==> src/rtl/quirk_alu_pkg.sv <==
package quirk_alu_pkg;
    typedef enum logic [3:0] {
        OP_COPY = 4'h0,
        OP_OR   = 4'h1,
        OP_AND  = 4'h2,
        OP_XOR  = 4'h3,
        OP_ADD  = 4'h4,
        OP_SUB  = 4'h5,
        OP_SHR  = 4'h6,
        OP_RSUB = 4'h7,
        OP_SHL  = 4'hE
    } alu_op_e;

    typedef enum logic [1:0] {
        ST_IDLE  = 2'd0,
        ST_LOAD  = 2'd1,
        ST_EXEC  = 2'd2,
        ST_FAULT = 2'd3
    } seq_state_e;
endpackage

==> src/rtl/quirk_alu_core.sv <==
module quirk_alu_core
    import quirk_alu_pkg::*;
#(
    parameter int DATA_W = 8
) (
    input  logic [3:0]        op_sel,
    input  logic [DATA_W-1:0] opnd_x,
    input  logic [DATA_W-1:0] opnd_y,
    input  logic              keep_flag_logic,
    input  logic              shift_src_x,
    output logic [DATA_W-1:0] result,
    output logic              result_we,
    output logic              flag_bit,
    output logic              flag_we,
    output logic              bad_code
);
    logic [DATA_W:0]   wide;
    logic [DATA_W-1:0] shift_src;

    always_comb begin
        shift_src = shift_src_x ? opnd_x : opnd_y;
    end

    always_comb begin
        wide      = '0;
        result    = '0;
        result_we = 1'b0;
        flag_bit  = 1'b0;
        flag_we   = 1'b0;
        bad_code  = 1'b0;
        unique case (alu_op_e'(op_sel))
            OP_COPY: begin
                result    = opnd_y;
                result_we = 1'b1;
            end
            OP_OR: begin
                result    = opnd_x | opnd_y;
                result_we = 1'b1;
                flag_we   = ~keep_flag_logic;
            end
            OP_AND: begin
                result    = opnd_x & opnd_y;
                result_we = 1'b1;
                flag_we   = ~keep_flag_logic;
            end
            OP_XOR: begin
                result    = opnd_x ^ opnd_y;
                result_we = 1'b1;
                flag_we   = ~keep_flag_logic;
            end
            OP_ADD: begin
                wide      = {1'b0, opnd_x} + {1'b0, opnd_y};
                result    = wide[DATA_W-1:0];
                result_we = 1'b1;
                flag_bit  = wide[DATA_W];
                flag_we   = 1'b1;
            end
            OP_SUB: begin
                wide      = {1'b0, opnd_x} - {1'b0, opnd_y};
                result    = wide[DATA_W-1:0];
                result_we = 1'b1;
                flag_bit  = ~wide[DATA_W];
                flag_we   = 1'b1;
            end
            OP_RSUB: begin
                wide      = {1'b0, opnd_y} - {1'b0, opnd_x};
                result    = wide[DATA_W-1:0];
                result_we = 1'b1;
                flag_bit  = ~wide[DATA_W];
                flag_we   = 1'b1;
            end
            OP_SHR: begin
                result    = shift_src >> 1;
                result_we = 1'b1;
                flag_bit  = shift_src[0];
                flag_we   = 1'b1;
            end
            OP_SHL: begin
                result    = shift_src << 1;
                result_we = 1'b1;
                flag_bit  = shift_src[DATA_W-1];
                flag_we   = 1'b1;
            end
            default: begin
                bad_code = 1'b1;
            end
        endcase
    end
endmodule

==> src/rtl/quirk_alu_regs.sv <==
module quirk_alu_regs #(
    parameter int DATA_W = 8,
    parameter int NREG   = 16,
    parameter int IDX_W  = $clog2(NREG)
) (
    input  logic                   clk,
    input  logic                   rst,
    input  logic [IDX_W-1:0]       rd_x_idx,
    input  logic [IDX_W-1:0]       rd_y_idx,
    output logic [DATA_W-1:0]      rd_x_val,
    output logic [DATA_W-1:0]      rd_y_val,
    input  logic                   res_we,
    input  logic [IDX_W-1:0]       res_idx,
    input  logic [DATA_W-1:0]      res_val,
    input  logic                   flg_we,
    input  logic                   flg_val,
    input  logic                   ld_we,
    input  logic [IDX_W-1:0]       ld_idx,
    input  logic [DATA_W-1:0]      ld_val,
    output logic [NREG*DATA_W-1:0] flat
);
    localparam int FLAG_IDX = NREG - 1;

    logic [DATA_W-1:0] bank [NREG];

    for (genvar gi = 0; gi < NREG; gi++) begin : g_reg
        localparam logic [IDX_W-1:0] MY_IDX = IDX_W'(gi);
        logic is_flag_reg;
        assign is_flag_reg = (gi == FLAG_IDX);

        always_ff @(posedge clk) begin
            if (rst) begin
                bank[gi] <= '0;
            end else if (flg_we && is_flag_reg) begin
                bank[gi] <= {{(DATA_W-1){1'b0}}, flg_val};
            end else if (res_we && res_idx == MY_IDX) begin
                bank[gi] <= res_val;
            end else if (ld_we && ld_idx == MY_IDX) begin
                bank[gi] <= ld_val;
            end
        end

        assign flat[gi*DATA_W +: DATA_W] = bank[gi];
    end

    always_comb begin
        rd_x_val = bank[rd_x_idx];
        rd_y_val = bank[rd_y_idx];
    end
endmodule

==> src/rtl/quirk_alu.sv <==
module quirk_alu
    import quirk_alu_pkg::*;
#(
    parameter int DATA_W = 8,
    parameter int NREG   = 16,
    parameter int IDX_W  = $clog2(NREG)
) (
    input  logic                   clk,
    input  logic                   rst,
    input  logic                   op_valid,
    input  logic [3:0]             op_sel,
    input  logic [IDX_W-1:0]       idx_x,
    input  logic [IDX_W-1:0]       idx_y,
    input  logic                   keep_flag_logic,
    input  logic                   shift_src_x,
    input  logic                   ld_en,
    input  logic [IDX_W-1:0]       ld_idx,
    input  logic [DATA_W-1:0]      ld_data,
    output logic [NREG*DATA_W-1:0] regs_flat,
    output logic                   illegal_op
);
    seq_state_e        state_q, state_d;
    logic [DATA_W-1:0] vx, vy, core_res;
    logic              core_res_we, core_flag, core_flag_we, core_bad;
    logic              commit_res, commit_flag, commit_load;

    quirk_alu_core #(.DATA_W(DATA_W)) u_core (
        .op_sel          (op_sel),
        .opnd_x          (vx),
        .opnd_y          (vy),
        .keep_flag_logic (keep_flag_logic),
        .shift_src_x     (shift_src_x),
        .result          (core_res),
        .result_we       (core_res_we),
        .flag_bit        (core_flag),
        .flag_we         (core_flag_we),
        .bad_code        (core_bad)
    );

    always_comb begin
        commit_res  = op_valid && core_res_we && !core_bad;
        commit_flag = op_valid && core_flag_we && !core_bad;
        commit_load = ld_en && !op_valid;
    end

    quirk_alu_regs #(.DATA_W(DATA_W), .NREG(NREG), .IDX_W(IDX_W)) u_regs (
        .clk      (clk),
        .rst      (rst),
        .rd_x_idx (idx_x),
        .rd_y_idx (idx_y),
        .rd_x_val (vx),
        .rd_y_val (vy),
        .res_we   (commit_res),
        .res_idx  (idx_x),
        .res_val  (core_res),
        .flg_we   (commit_flag),
        .flg_val  (core_flag),
        .ld_we    (commit_load),
        .ld_idx   (ld_idx),
        .ld_val   (ld_data),
        .flat     (regs_flat)
    );

    always_comb begin
        if (op_valid && core_bad)      state_d = ST_FAULT;
        else if (op_valid)             state_d = ST_EXEC;
        else if (ld_en)                state_d = ST_LOAD;
        else                           state_d = ST_IDLE;
    end

    always_ff @(posedge clk) begin
        if (rst) state_q <= ST_IDLE;
        else     state_q <= state_d;
    end

    always_comb begin
        unique case (state_q)
            ST_FAULT: illegal_op = 1'b1;
            ST_IDLE,
            ST_LOAD,
            ST_EXEC:  illegal_op = 1'b0;
            default:  illegal_op = 1'b0;
        endcase
    end
endmodule

==> config.mk <==
export PLATFORM = sky130hd
export DESIGN_NAME = quirk_alu
export DESIGN_NICKNAME = d
export VERILOG_FILES = /design/src/rtl/quirk_alu_pkg.sv /design/src/rtl/quirk_alu_core.sv /design/src/rtl/quirk_alu_regs.sv /design/src/rtl/quirk_alu.sv
export SDC_FILE = /design/constraint.sdc
export NUM_CORES = 1
export LEC_CHECK = 0
export BUFFER_PORTS_ARGS = -buffer_cell sky130_fd_sc_hd__buf_4
export CAP_MARGIN = 5
export CORE_UTILIZATION = 40
export CTS_CLUSTER_DIAMETER = 60
export DETAILED_ROUTE_END_ITERATION = 16
export SKIP_CTS_REPAIR_TIMING = 1
export SLEW_MARGIN = 20
export SYNTH_ARGS = -nofsm -noshare
export SYNTH_HDL_FRONTEND = slang
export SYNTH_SLANG_ARGS = --single-unit
==> constraint.sdc <==
create_clock -name clk -period 9.3 [get_ports clk]
set_input_delay 1.86 -clock clk [delete_from_list [all_inputs] [get_ports clk]]
set_output_delay 1.86 -clock clk [all_outputs]
set_load 0.05 [all_outputs]
==> metrics.md <==
| Metric | Value |
|---|---|
| Post-synth EDFFs | `128` |
| Post-Syn Instances | `1,030` |
| Yosys warns | `0` |
| Fin worst setup slack | `3.005 ns` |
| Final critical-path required period | `6.295 ns` |
| Crit path capture type | `flop` |
| RSZ-0062 raised after global routing | `no` |
| CTS clk-pin slew, worst paths | `0.07 ns` |
| DP Worst Slack | `2.315 ns` |
| Worst hold path stage count | `6` |
| Main combinational cell family by area after synthesis | `compound AO/OA/AOI/OAI gates` |
| Yosys cell types | `84` |
| Yosys reg bits | `130` |
| Antenna Cells | `0` |
| Htree depth | `4` |
| Antenna violations before repair | `0` |
| Core Region | `25,250 sq um` |
| Critical path type | `primary input to flop` |
| Root buffer cell | `clkbuf_16` |
| Design Power | `1982 uW` |
| Post-DRT Antenna Nets | `0` |
| Top Ports | `159` |
| DRT iter0 DRCs | `1,525` |
| Drt drc | `0` |
| Vias in the first global route | `9,266` |
| DRT Pass-1 Iters | `6` |
| Max Freq | `158.9 MHz` |
| Ys flop type | `edfxtp_1` |
| Pin count of the biggest net entering global routing | `43` |
| Area share of the largest cell type after synthesis | `37.12%` |
| Total Wirelength | `42.55 mm` |
| Met3 Use GR | `8.123%` |
| GPL Wtd Cong | `0.9937` |
| Grt met1 use | `44.19%` |
| Synth top area cells | `edfxtp_1 37%, mux4_2 7.8%, nand2_1 6.6%` |
| Core Util, Final | `48.21%` |
| GRT busiest layer | `met2` |
| Relative slew slack | `24.98%` |
| Adder-Cell Fraction of Synth Area | `4.689%` |
| WP data required | `9.46 ns` |
| Synth Area in Compound Gates | `18.24%` |
| Die Ht | `162.9 microns` |
| Overall global routing resource usage | `32.27%` |
| Outcome | `finished, final reports clean` |
| CTS tree | `yes` |
| Rows | `58` |
| Die extent in x | `162.9 microns` |
| WL per Instance | `28.67 microns` |
| Worst Tran Pin Value | `1.125 ns` |
| Leak Pwr | `0.004690 uW` |
| Fin crit share | `67.68%` |
| Setup violators final | `0` |
| P per Cell Area | `162.8 nW/um^2` |
| Layout cells sized above 1 | `24.26%` |
| Max-cap violation count | `0` |
| Gr ovfl total | `0` |
| Multiplexer share of the synthesized area | `17.73%` |
| Post-Synth XOR/XNOR Area | `0.2538%` |
| Initial Util | `41.00%` |
| Worst Reg-to-Reg Cells | `12` |
| Post-Syn Area | `10,350 sq um` |
| Setup_tns | `0 ns` |
| Post-DP HPWL | `31.99 mm` |
| Skew-Pair Late Insertion Delay | `0.43 ns` |
| Avg Inst Size Synth | `10.05 sq um` |
| Critical path peak fanout | `27` |
| Final hold viol count | `0` |
| First-pass GRT wire length | `61.98 mm` |
| CTS Buf Count | `17` |
| Peak VDD IR | `0.1202 mV` |
| Area leader, netlist | `edfxtp_1` |
| Clock Skew | `0.01057 ns` |
| Vias per cell | `6.577` |
| Async SR Flop Fraction | `0%` |
| Clk buf depth | `2` |
| Simple-gate portion of the synthesized area | `15.98%` |
| Synthesis-to-layout area growth | `17.58%` |
| Syn nets | `1,097` |
| Vias | `9,761` |
| Port Buffer Count | `158` |
| Die area | `26,530 sq um` |
| HP Class | `flop to flop` |
| Min-delay src | `u_regs.bank[13][3]` |
| Most common cell after layout, fill and taps aside | `nand2_1` |
| Max Transition Viols Final | `0` |
| CP arrival | `6.45 ns` |
| CP Launch Type | `primary input` |
| Total Nets Final | `1,208` |
| RR Startpoint | `u_regs.bank[2][3]` |
| GR Util met2 | `50.00%` |
| Crit path launch | `idx_y[1]` |
| Most frequent cells in the layout | `183 x nand2_1, 168 x buf_4, 135 x o21ai_0, 128 x edfxtp_1, 59 x nor2_1` |
| Sequential fraction of the synthesis area | `37.51%` |
| Clock Sinks | `130` |
[synth_stat cells (6+ instances only)]
library cell	number
o32ai_1	7
nor2_1	59
a221o_1	18
clkbuf_1	32
mux4_2	36
a221oi_1	6
a22oi_1	12
o22ai_1	9
and2_1	8
mux2_2	17
o21ai_0	135
nand4_1	7
buf_1	16
buf_2	9
ha_1	34
nor3_1	19
nand2_1	183
mux2i_1	36
edfxtp_1	128
a21oi_1	23
a32oi_1	6
clkbuf_8	7
nand3_1	11
inv_1	31
o21ai_2	10
mux4_1	18
nand2b_1	21
nor2b_1	17
[stage by stage]
step | cells | hold slack (ns) | area (sq um)
5_1_grt | 1484 | 1.353 | 12170
6_report | 1484 | 1.279 | 12170
3_5_place_dp | 1452 | 1.283 | 11580
3_3_place_gp | 1452 | 1.294 | 11580
4_1_cts | 1484 | 1.303 | 12170
2_1_floorplan | 1030 | 1.430 | 10350
[worst max-delay path: stages]
cell and delay, ns:
buf_4 0.38, mux4_1 0.63, mux2_2 0.32, o2bb2ai_1 0.42, ha_1 0.50, or3b_2 0.55
nand3_1 0.13, nor2_1 0.06, a2111oi_0 0.38, a21oi_1 0.15, nor3_2 0.60, buf_4 0.32
o21ai_0 0.14
[power by group]
group	leakage, uW	internal (uW)	switching [uW]
clock network	0.000290	382	304
logic	0.00306	188	398
registers	0.00134	672	38.1
[metal layers]
metal  vias to the layer above  part of all wire (%)
met5                         -                     0
met4                         0                   2.9
met3                        85                    13
met2                       753                    45
met1                      4785                    39
li1                       4138                     -
[flip-flops by register name, summed over array words and instances (netlist names)]
signal,cells
state_q,2
u_regs.bank,128
[cell type report]
type                    instances  area, sq um
well taps                     330        412.9
repair buffers                168         1261
clock inverters                15        165.2
fillers                      2391        13080
multi-input cells             790         5898
inverters                      34        127.6
flip-flops and latches        130         3884
clock buffers                  17        425.4
[kinds of logic after synthesis]
logic type,count (synthesis)
simple gates,358
fa+ha+maj,37
xor+xnor,3
buf+inv,110
mux,107
flops,130
compound gates,285
[path summary, 6_finish.rpt]
| check | endpoint | slack (ns) |
|---|---|---|
| min | u_regs.bank[7][4] | 1.28 |
| max reg2reg | u_regs.bank[9][4] | 4.43 |
| max | u_regs.bank[9][4] | 3.01 |
| min reg2reg | u_regs.bank[7][4] | 1.28 |
Note: power is estimated with default switching activity, not from simulation.
